## src/rtl/pstop_pkg.sv

```systemverilog
package pstop_pkg;
    localparam int CFG_W    = 16;
    localparam int STOP_POS = 15;
    localparam int FRZ_POS  = 14;
    localparam int SUP_POS  = 7;
    localparam int ARB_W    = 4;
    localparam logic [CFG_W-1:0] CFG_RESET = 16'h0080;

    typedef struct packed {
        logic             stop;
        logic             frz;
        logic             sup;
        logic [ARB_W-1:0] arb;
    } cfg_t;

    function automatic logic [CFG_W-1:0] cfg_pack(cfg_t c);
        logic [CFG_W-1:0] v;
        v            = '0;
        v[STOP_POS]  = c.stop;
        v[FRZ_POS]   = c.frz;
        v[SUP_POS]   = c.sup;
        v[ARB_W-1:0] = c.arb;
        return v;
    endfunction

    function automatic cfg_t cfg_unpack(logic [CFG_W-1:0] v);
        cfg_t c;
        c.stop = v[STOP_POS];
        c.frz  = v[FRZ_POS];
        c.sup  = v[SUP_POS];
        c.arb  = v[ARB_W-1:0];
        return c;
    endfunction
endpackage

```

## src/rtl/pstop_cfg.sv

```systemverilog
module pstop_cfg
    import pstop_pkg::*;
(
    input  logic             clk,
    input  logic             rst_n,
    input  logic             wr_en,
    input  logic [CFG_W-1:0] wdata,
    output cfg_t             cfg
);
    typedef struct packed {
        cfg_t cfg;
    } state_t;

    state_t st_d, st_q;

    always_comb begin
        st_d = st_q;
        if (wr_en) begin
            st_d.cfg = cfg_unpack(wdata);
        end
    end

    always_ff @(posedge clk) begin
        if (!rst_n) begin
            st_q.cfg <= cfg_unpack(CFG_RESET);
        end else begin
            st_q <= st_d;
        end
    end

    assign cfg = st_q.cfg;
endmodule

```

## src/rtl/pstop_access.sv

```systemverilog
module pstop_access
    import pstop_pkg::*;
#(
    parameter int                ADDR_W   = 6,
    parameter logic [ADDR_W-1:0] CFG_ADDR = '0
) (
    input  logic              clk,
    input  logic              rst_n,
    input  logic              bus_sel,
    input  logic              bus_wr,
    input  logic              bus_sup,
    input  logic [ADDR_W-1:0] bus_addr,
    input  logic [CFG_W-1:0]  cfg_rdata,
    input  logic [CFG_W-1:0]  periph_rdata,
    input  logic              sup_only,
    input  logic              stopped,
    output logic              cfg_wr_en,
    output logic              periph_wr_en,
    output logic              periph_rd_en,
    output logic              bus_ack,
    output logic [CFG_W-1:0]  bus_rdata
);
    typedef struct packed {
        logic             ack;
        logic [CFG_W-1:0] rdata;
    } state_t;

    state_t st_d, st_q;
    logic   permit;
    logic   cfg_hit;

    always_comb begin
        permit       = bus_sel && (bus_sup || !sup_only);
        cfg_hit      = (bus_addr == CFG_ADDR);
        cfg_wr_en    = permit && bus_wr && cfg_hit;
        periph_wr_en = permit && bus_wr && !cfg_hit;
        periph_rd_en = permit && !bus_wr && !cfg_hit && !stopped;

        st_d       = st_q;
        st_d.ack   = permit;
        st_d.rdata = '0;
        if (permit && !bus_wr) begin
            if (cfg_hit) begin
                st_d.rdata = cfg_rdata;
            end else if (!stopped) begin
                st_d.rdata = periph_rdata;
            end
        end
    end

    always_ff @(posedge clk) begin
        if (!rst_n) begin
            st_q <= '0;
        end else begin
            st_q <= st_d;
        end
    end

    assign bus_ack   = st_q.ack;
    assign bus_rdata = st_q.rdata;
endmodule

```

## src/rtl/pstop_halt.sv

```systemverilog
module pstop_halt #(
    parameter int PIN_W = 4
) (
    input  logic             clk,
    input  logic             rst_n,
    input  logic             frz_en,
    input  logic             freeze_in,
    input  logic             sw_halt,
    input  logic             xfer_bnd,
    input  logic [PIN_W-1:0] pins_in,
    output logic             halt_req,
    output logic             halted,
    output logic [PIN_W-1:0] pins_out
);
    typedef struct packed {
        logic             halted;
        logic [PIN_W-1:0] held;
    } state_t;

    state_t st_d, st_q;

    always_comb begin
        halt_req = (frz_en && freeze_in) || sw_halt;
        st_d     = st_q;
        if (!halt_req) begin
            st_d.halted = 1'b0;
        end else if (xfer_bnd) begin
            st_d.halted = 1'b1;
        end
        if (!st_q.halted) begin
            st_d.held = pins_in;
        end
    end

    always_ff @(posedge clk) begin
        if (!rst_n) begin
            st_q <= '0;
        end else begin
            st_q <= st_d;
        end
    end

    assign halted   = st_q.halted;
    assign pins_out = st_q.halted ? st_q.held : pins_in;
endmodule

```

## src/rtl/pstop_ctl.sv

```systemverilog
module pstop_ctl
    import pstop_pkg::*;
#(
    parameter int                ADDR_W   = 6,
    parameter int                PIN_W    = 4,
    parameter logic [ADDR_W-1:0] CFG_ADDR = '0
) (
    input  logic              clk,
    input  logic              rst_n,
    input  logic              bus_sel,
    input  logic              bus_wr,
    input  logic              bus_sup,
    input  logic [ADDR_W-1:0] bus_addr,
    input  logic [CFG_W-1:0]  bus_wdata,
    output logic [CFG_W-1:0]  bus_rdata,
    output logic              bus_ack,
    input  logic [CFG_W-1:0]  periph_rdata,
    output logic              periph_wr_en,
    output logic              periph_rd_en,
    input  logic              freeze_in,
    input  logic              sw_halt,
    input  logic              xfer_bnd,
    input  logic [PIN_W-1:0]  pins_in,
    output logic [PIN_W-1:0]  pins_out,
    output logic              clk_en,
    output logic              halt_req,
    output logic              halted
);
    cfg_t cfg;
    logic cfg_wr_en;
    logic cfg_sup;
    logic cfg_frz;

    assign cfg_sup = cfg.sup;
    assign cfg_frz = cfg.frz;
    assign clk_en  = !cfg.stop;

    pstop_cfg u_cfg (
        .clk   (clk),
        .rst_n (rst_n),
        .wr_en (cfg_wr_en),
        .wdata (bus_wdata),
        .cfg   (cfg)
    );

    pstop_access #(
        .ADDR_W   (ADDR_W),
        .CFG_ADDR (CFG_ADDR)
    ) u_access (
        .clk          (clk),
        .rst_n        (rst_n),
        .bus_sel      (bus_sel),
        .bus_wr       (bus_wr),
        .bus_sup      (bus_sup),
        .bus_addr     (bus_addr),
        .cfg_rdata    (cfg_pack(cfg)),
        .periph_rdata (periph_rdata),
        .sup_only     (cfg.sup),
        .stopped      (cfg.stop),
        .cfg_wr_en    (cfg_wr_en),
        .periph_wr_en (periph_wr_en),
        .periph_rd_en (periph_rd_en),
        .bus_ack      (bus_ack),
        .bus_rdata    (bus_rdata)
    );

    pstop_halt #(
        .PIN_W (PIN_W)
    ) u_halt (
        .clk       (clk),
        .rst_n     (rst_n),
        .frz_en    (cfg.frz),
        .freeze_in (freeze_in),
        .sw_halt   (sw_halt),
        .xfer_bnd  (xfer_bnd),
        .pins_in   (pins_in),
        .halt_req  (halt_req),
        .halted    (halted),
        .pins_out  (pins_out)
    );
endmodule

```

## config.mk

```make
export PLATFORM = sky130hd
export DESIGN_NAME = pstop_ctl
export DESIGN_NICKNAME = d
export VERILOG_FILES = /design/src/rtl/pstop_pkg.sv /design/src/rtl/pstop_cfg.sv /design/src/rtl/pstop_access.sv /design/src/rtl/pstop_halt.sv /design/src/rtl/pstop_ctl.sv
export SDC_FILE = /design/constraint.sdc
export NUM_CORES = 1
export LEC_CHECK = 0
export BUFFER_PORTS_ARGS = -buffer_cell sky130_fd_sc_hd__buf_4
export CAP_MARGIN = 15
export CORE_AREA = 2 2 69 71
export CTS_CLUSTER_SIZE = 28
export DETAILED_ROUTE_END_ITERATION = 6
export DIE_AREA = 0 0 71 73
export MAX_ROUTING_LAYER = met4
export PLACE_DENSITY = 0.63
export SYNTH_ARGS = -nofsm -noshare
export SYNTH_HDL_FRONTEND = slang
export SYNTH_HIERARCHICAL = 1
export SYNTH_SLANG_ARGS = --single-unit
export TNS_END_PERCENT = 30
```

## constraint.sdc

```tcl
create_clock -name clk -period 1.46 [get_ports clk]
set_input_delay 0.146 -clock clk [delete_from_list [all_inputs] [get_ports clk]]
set_output_delay 0.146 -clock clk [all_outputs]
set_load 0.03 [all_outputs]
```

# Word-level counts from Yosys, hierarchy flattened
# Index checks and enable logic that the tools add are counted.
dict set report totals {
  output_inout_bits 26
  wordCells 32
  ff_bits 29
  input_bits 50
}
dict set report op_classes {
  n_reduce_logical 18
  n_bitwise 2
  mux 3
}
# op count
set op_table {}
lappend op_table {{2-to-1 mux 16 bit} 2}
lappend op_table {{logical AND 1 bit} 8}
lappend op_table {{zero test 6 bit} 1}
lappend op_table {{zero test 1 bit} 4}
lappend op_table {{2-to-1 mux 4 bit} 1}
lappend op_table {{AND reduction 2 bit} 2}
lappend op_table {{OR reduction 4 bit} 1}
lappend op_table {{logical OR 1 bit} 2}
lappend op_table {{NOT 1 bit} 2}

# Logic depth before layout (Yosys ltp)
dict set report depth {
  depth_word 6
  depth_mapped 7
  depth_no_buf 5
}

# Cells and area by module
# The synthesis kept the hierarchy.
# mod seq_area_each_um2 n_inst cells_each area_per_inst_um2
set modules_own_cells {}
lappend modules_own_cells {pstop_access 340.3 1 101 835.8}
lappend modules_own_cells {pstop_cfg 140.1 1 22 262.8}
lappend modules_own_cells {pstop_halt 100.1 1 15 191.4}
lappend modules_own_cells {pstop_ctl 0.0 1 2 7.5}

# Worst setup path before layout
# Ideal clock, no wire load.
dict set report synth_timing {
  path_type {register to output}
  startpoint {reg u_cfg/cfg[6] (netlist name)}
  endpoint {out periph_rd_en}
  arrival_time_ns 1.685
  path_buffers 1
  path_slack_ns -0.371
  stages_incl_launch_ff 3
  path_cell_list {dfxtp_1 -> clkbuf_1 -> nor4b_1}
}
dict set report synth_between {
  elab_chain_len 2
}
# element line
set synth_rtl {}
lappend synth_rtl {{zero test 1 bit} pstop_access.sv:37} ;# periph_rd_en = permit && !bus_wr && !cfg_hit && !stopped;
lappend synth_rtl {{logical AND 1 bit} pstop_access.sv:37}
lappend synth_rtl {{end: declaration} pstop_ctl.sv:19} ;# output logic periph_rd_en,
# No other way between the ends.

# Worst setup path after layout
dict set report layout_timing {
  startpoint {in bus_addr[0]}
  endpoint {out periph_wr_en}
}
dict set report layout_between {
  elab_chain_len 3
}
# element line
set layout_rtl {}
lappend layout_rtl {{start: declaration} pstop_ctl.sv:13} ;# input logic [ADDR_W-1:0] bus_addr,
lappend layout_rtl {{zero test 6 bit} pstop_access.sv:34} ;# cfg_hit = (bus_addr == CFG_ADDR);
lappend layout_rtl {{zero test 1 bit} pstop_access.sv:36} ;# periph_wr_en = permit && bus_wr && !cfg_hit;
lappend layout_rtl {{logical AND 1 bit} pstop_access.sv:36}
lappend layout_rtl {{end: declaration} pstop_ctl.sv:18} ;# output logic periph_wr_en,
# No other way between the ends.

==> out/results.ini <==
[grt]
first_global_vias = 1114
grt_max_degree = 18
antenna_found_initial = 0
overflow = 0
track_usage_pct = 13.27
grt_first_pass_wirelength_um = 5175

[synthesis]
yosys_warnings = 6
synth_cells = 140
syn_area_per_cell_sq_um = 9.268
yosys-top-cells-area = dfxtp_1 45%, nor2b_1 11%, a21oi_1 6.2%
synth_top_cell_area_share_pct = 44.74
yosysSeqAreaShare_pct = 44.74
yosysUniqueCellTypes = 30
postSynthRegisterBits = 29
synth_top_area_cell = dfxtp_1
ys_top_cells_by_count = 29 x dfxtp_1, 22 x nor2b_1, 16 x a21oi_1, 16 x nand3_1, 9 x o21ai_1
synthArstFlopShare_pct = 0
synth-edff-count = 0
syn_area_sq_mm = 0.001297
synth_most_common_cell = dfxtp_1
synth_ff_type = dfxtp_1

[clocking]
clk_latency_ns = 0.28
holdBufCountCts = 0
cts_tree = done
cts_buffer_depth = 2
cts-root-buf = clkbuf_8
cts_max_level = 2
clk_pin_slew_ns = 0.06
numCtsBuffers = 5
clock-sinks = 29

[critical_path]
crit_required_ns = 1.31
crit_type = in2out
cp.arrival_ns = 1.29
critPathMaxFanout = 3
rr_worst_depth = 6
cp-end-kind = output port
setup.worst_path.start_class = input port
reg2reg_slack_ns = 0.18

[floorplan]
die_w_um = 71
floorplan.initialDensity_pct = 28.61
die_h_um = 73
die_area_sq_mm = 0.005183
coreArea_sq_mm = 0.004536
ioPinCount = 76
rows = 25

[timing]
setup_tns_ns = 0
setup_violations = 0
drv_slew = 0
setup_slack_ns = 0.02397
fmaxAchievable_mhz = 696.4
final_hold_viol_count = 0
rsz0062_at_grt = true
final.setup_skew_ns = 0.008791
post-route-period-util_pct = 98.36
min_period_ns = 1.436

[worst_hold_path]
hp-class = in2reg
whs_path_depth = 3

[final_layout]
fin_nets = 273
utilization_pct = 45.74
final-seq-area_sq_um = 581.8
areaGrowthSynthToFinish_pct = 59.88
layout-drive-gt1-share_pct = 42.60
multi_input_area_sq_um = 703.2
antenna_cells = 0
fillers = 462

[pwr]
power.density_mw_per_mm2 = 925.4
leakage_nw = 0.9049
ir_worst_vdd_mv = 0.3533

[place]
post-place-ws_ns = -0.1751
dp_hpwl_um = 2380
place_congestion = 0.6967
port_buffers = 66

[routing]
drt_iter0_drc = 40
ant_nets = 0
vias = 1213
drcViolationCount = 0
wl_per_cell_um = 12.18
routed_wl_um = 3375
dr.pass1.iters = 4
viasPerCell = 4.379

[run_status]
status = finished, final reports clean

[run]
cap_viol_max_count = 0

-- final cells by class --
type,count,share of cell area (%)
clock inverter,2,1.689
timing repair buffer,77,29.61
multi-input combinational,109,33.90
sequential,29,28.05
tap,54,3.257
inverter,1,0.1809
clock buffer,5,3.317
-- placed cells by master (no fill, tap or decap), types with 2 or more instances in the layout --
master,synthesis,final
clkbuf_8,0,5
and3_1,2,2
mux2i_1,7,7
buf_4,0,72
nand3_1,16,16
conb_1,1,9
o21ai_0,6,6
buf_6,2,3
a21oi_1,16,16
mux2_2,3,3
buf_12,0,2
and2_1,5,4
dfxtp_1,29,28
nor2b_1,22,22
o21ai_1,9,9
-- power breakdown --
part / total (mW) / switching (mW) / internal [mW] / leakage, nW
registers: 0.815 / 0.00643 / 0.809 / 0.236
logic: 0.291 / 0.134 / 0.156 / 0.615
clock network: 0.814 / 0.319 / 0.496 / 0.0540
total: 1.92 / 0.459 / 1.46 / 0.905
-- worst max-delay path, cell delays in order --
cell     delay [ns]
buf_4          0.11
or4_4          0.53
nor2_4         0.15
and3b_1        0.21
buf_6          0.14
-- metrics by stage --
stage               hold WS (ns)  std cells  area (sq um)  total power, mW
floorplan                 0.2079        148          1339           0.9663
global placement          0.3690        271          1954            1.117
detailed placement        0.3750        271          1954            1.117
CTS                      0.07749        277          2058            1.930
global route             0.08742        277          2074            1.984
finish                   0.08487        277          2074            1.920
-- routing by layer --
metal	GRT usage (%)	wire, um
met1	16.90	1602
met2	19.83	1537
met3	4.420	198
met4	4.403	36
met5	-	0
-- what timing repair did --
action	CTS	global route
setup buffers	0	0
pin swaps	2	1
hold endpoints to repair	0	0
resized for setup	2	4
endpoints found under the setup margin	1	5
-- flip-flops by register name (all words and copies together) (netlist names) --
register / count
u_cfg/cfg: 7
u_access/bus_rdata: 16
u_access/bus_ack: 1
u_halt/halted: 1
u_halt/st_q: 4
-- path summary, 6_finish.rpt --
kind,from,to
setup / recovery,bus_addr[0],periph_wr_en
hold / removal,bus_wdata[7],u_cfg/cfg[4]
setup reg to reg,u_cfg/cfg[4],u_cfg/cfg[4]
hold reg to reg,u_cfg/cfg[2],u_access/bus_rdata[2]
-- kinds of logic after synthesis --
logic type | after synthesis | synth area share [%]
other | 1 | 0.2890
DFF | 29 | 44.74
muxes | 11 | 9.161
and+or+nand+nor | 55 | 26.71
buffers and inverters | 10 | 5.110
AOI/OAI and AO/OA | 34 | 13.98
Power figures use the tool's default switching activity.
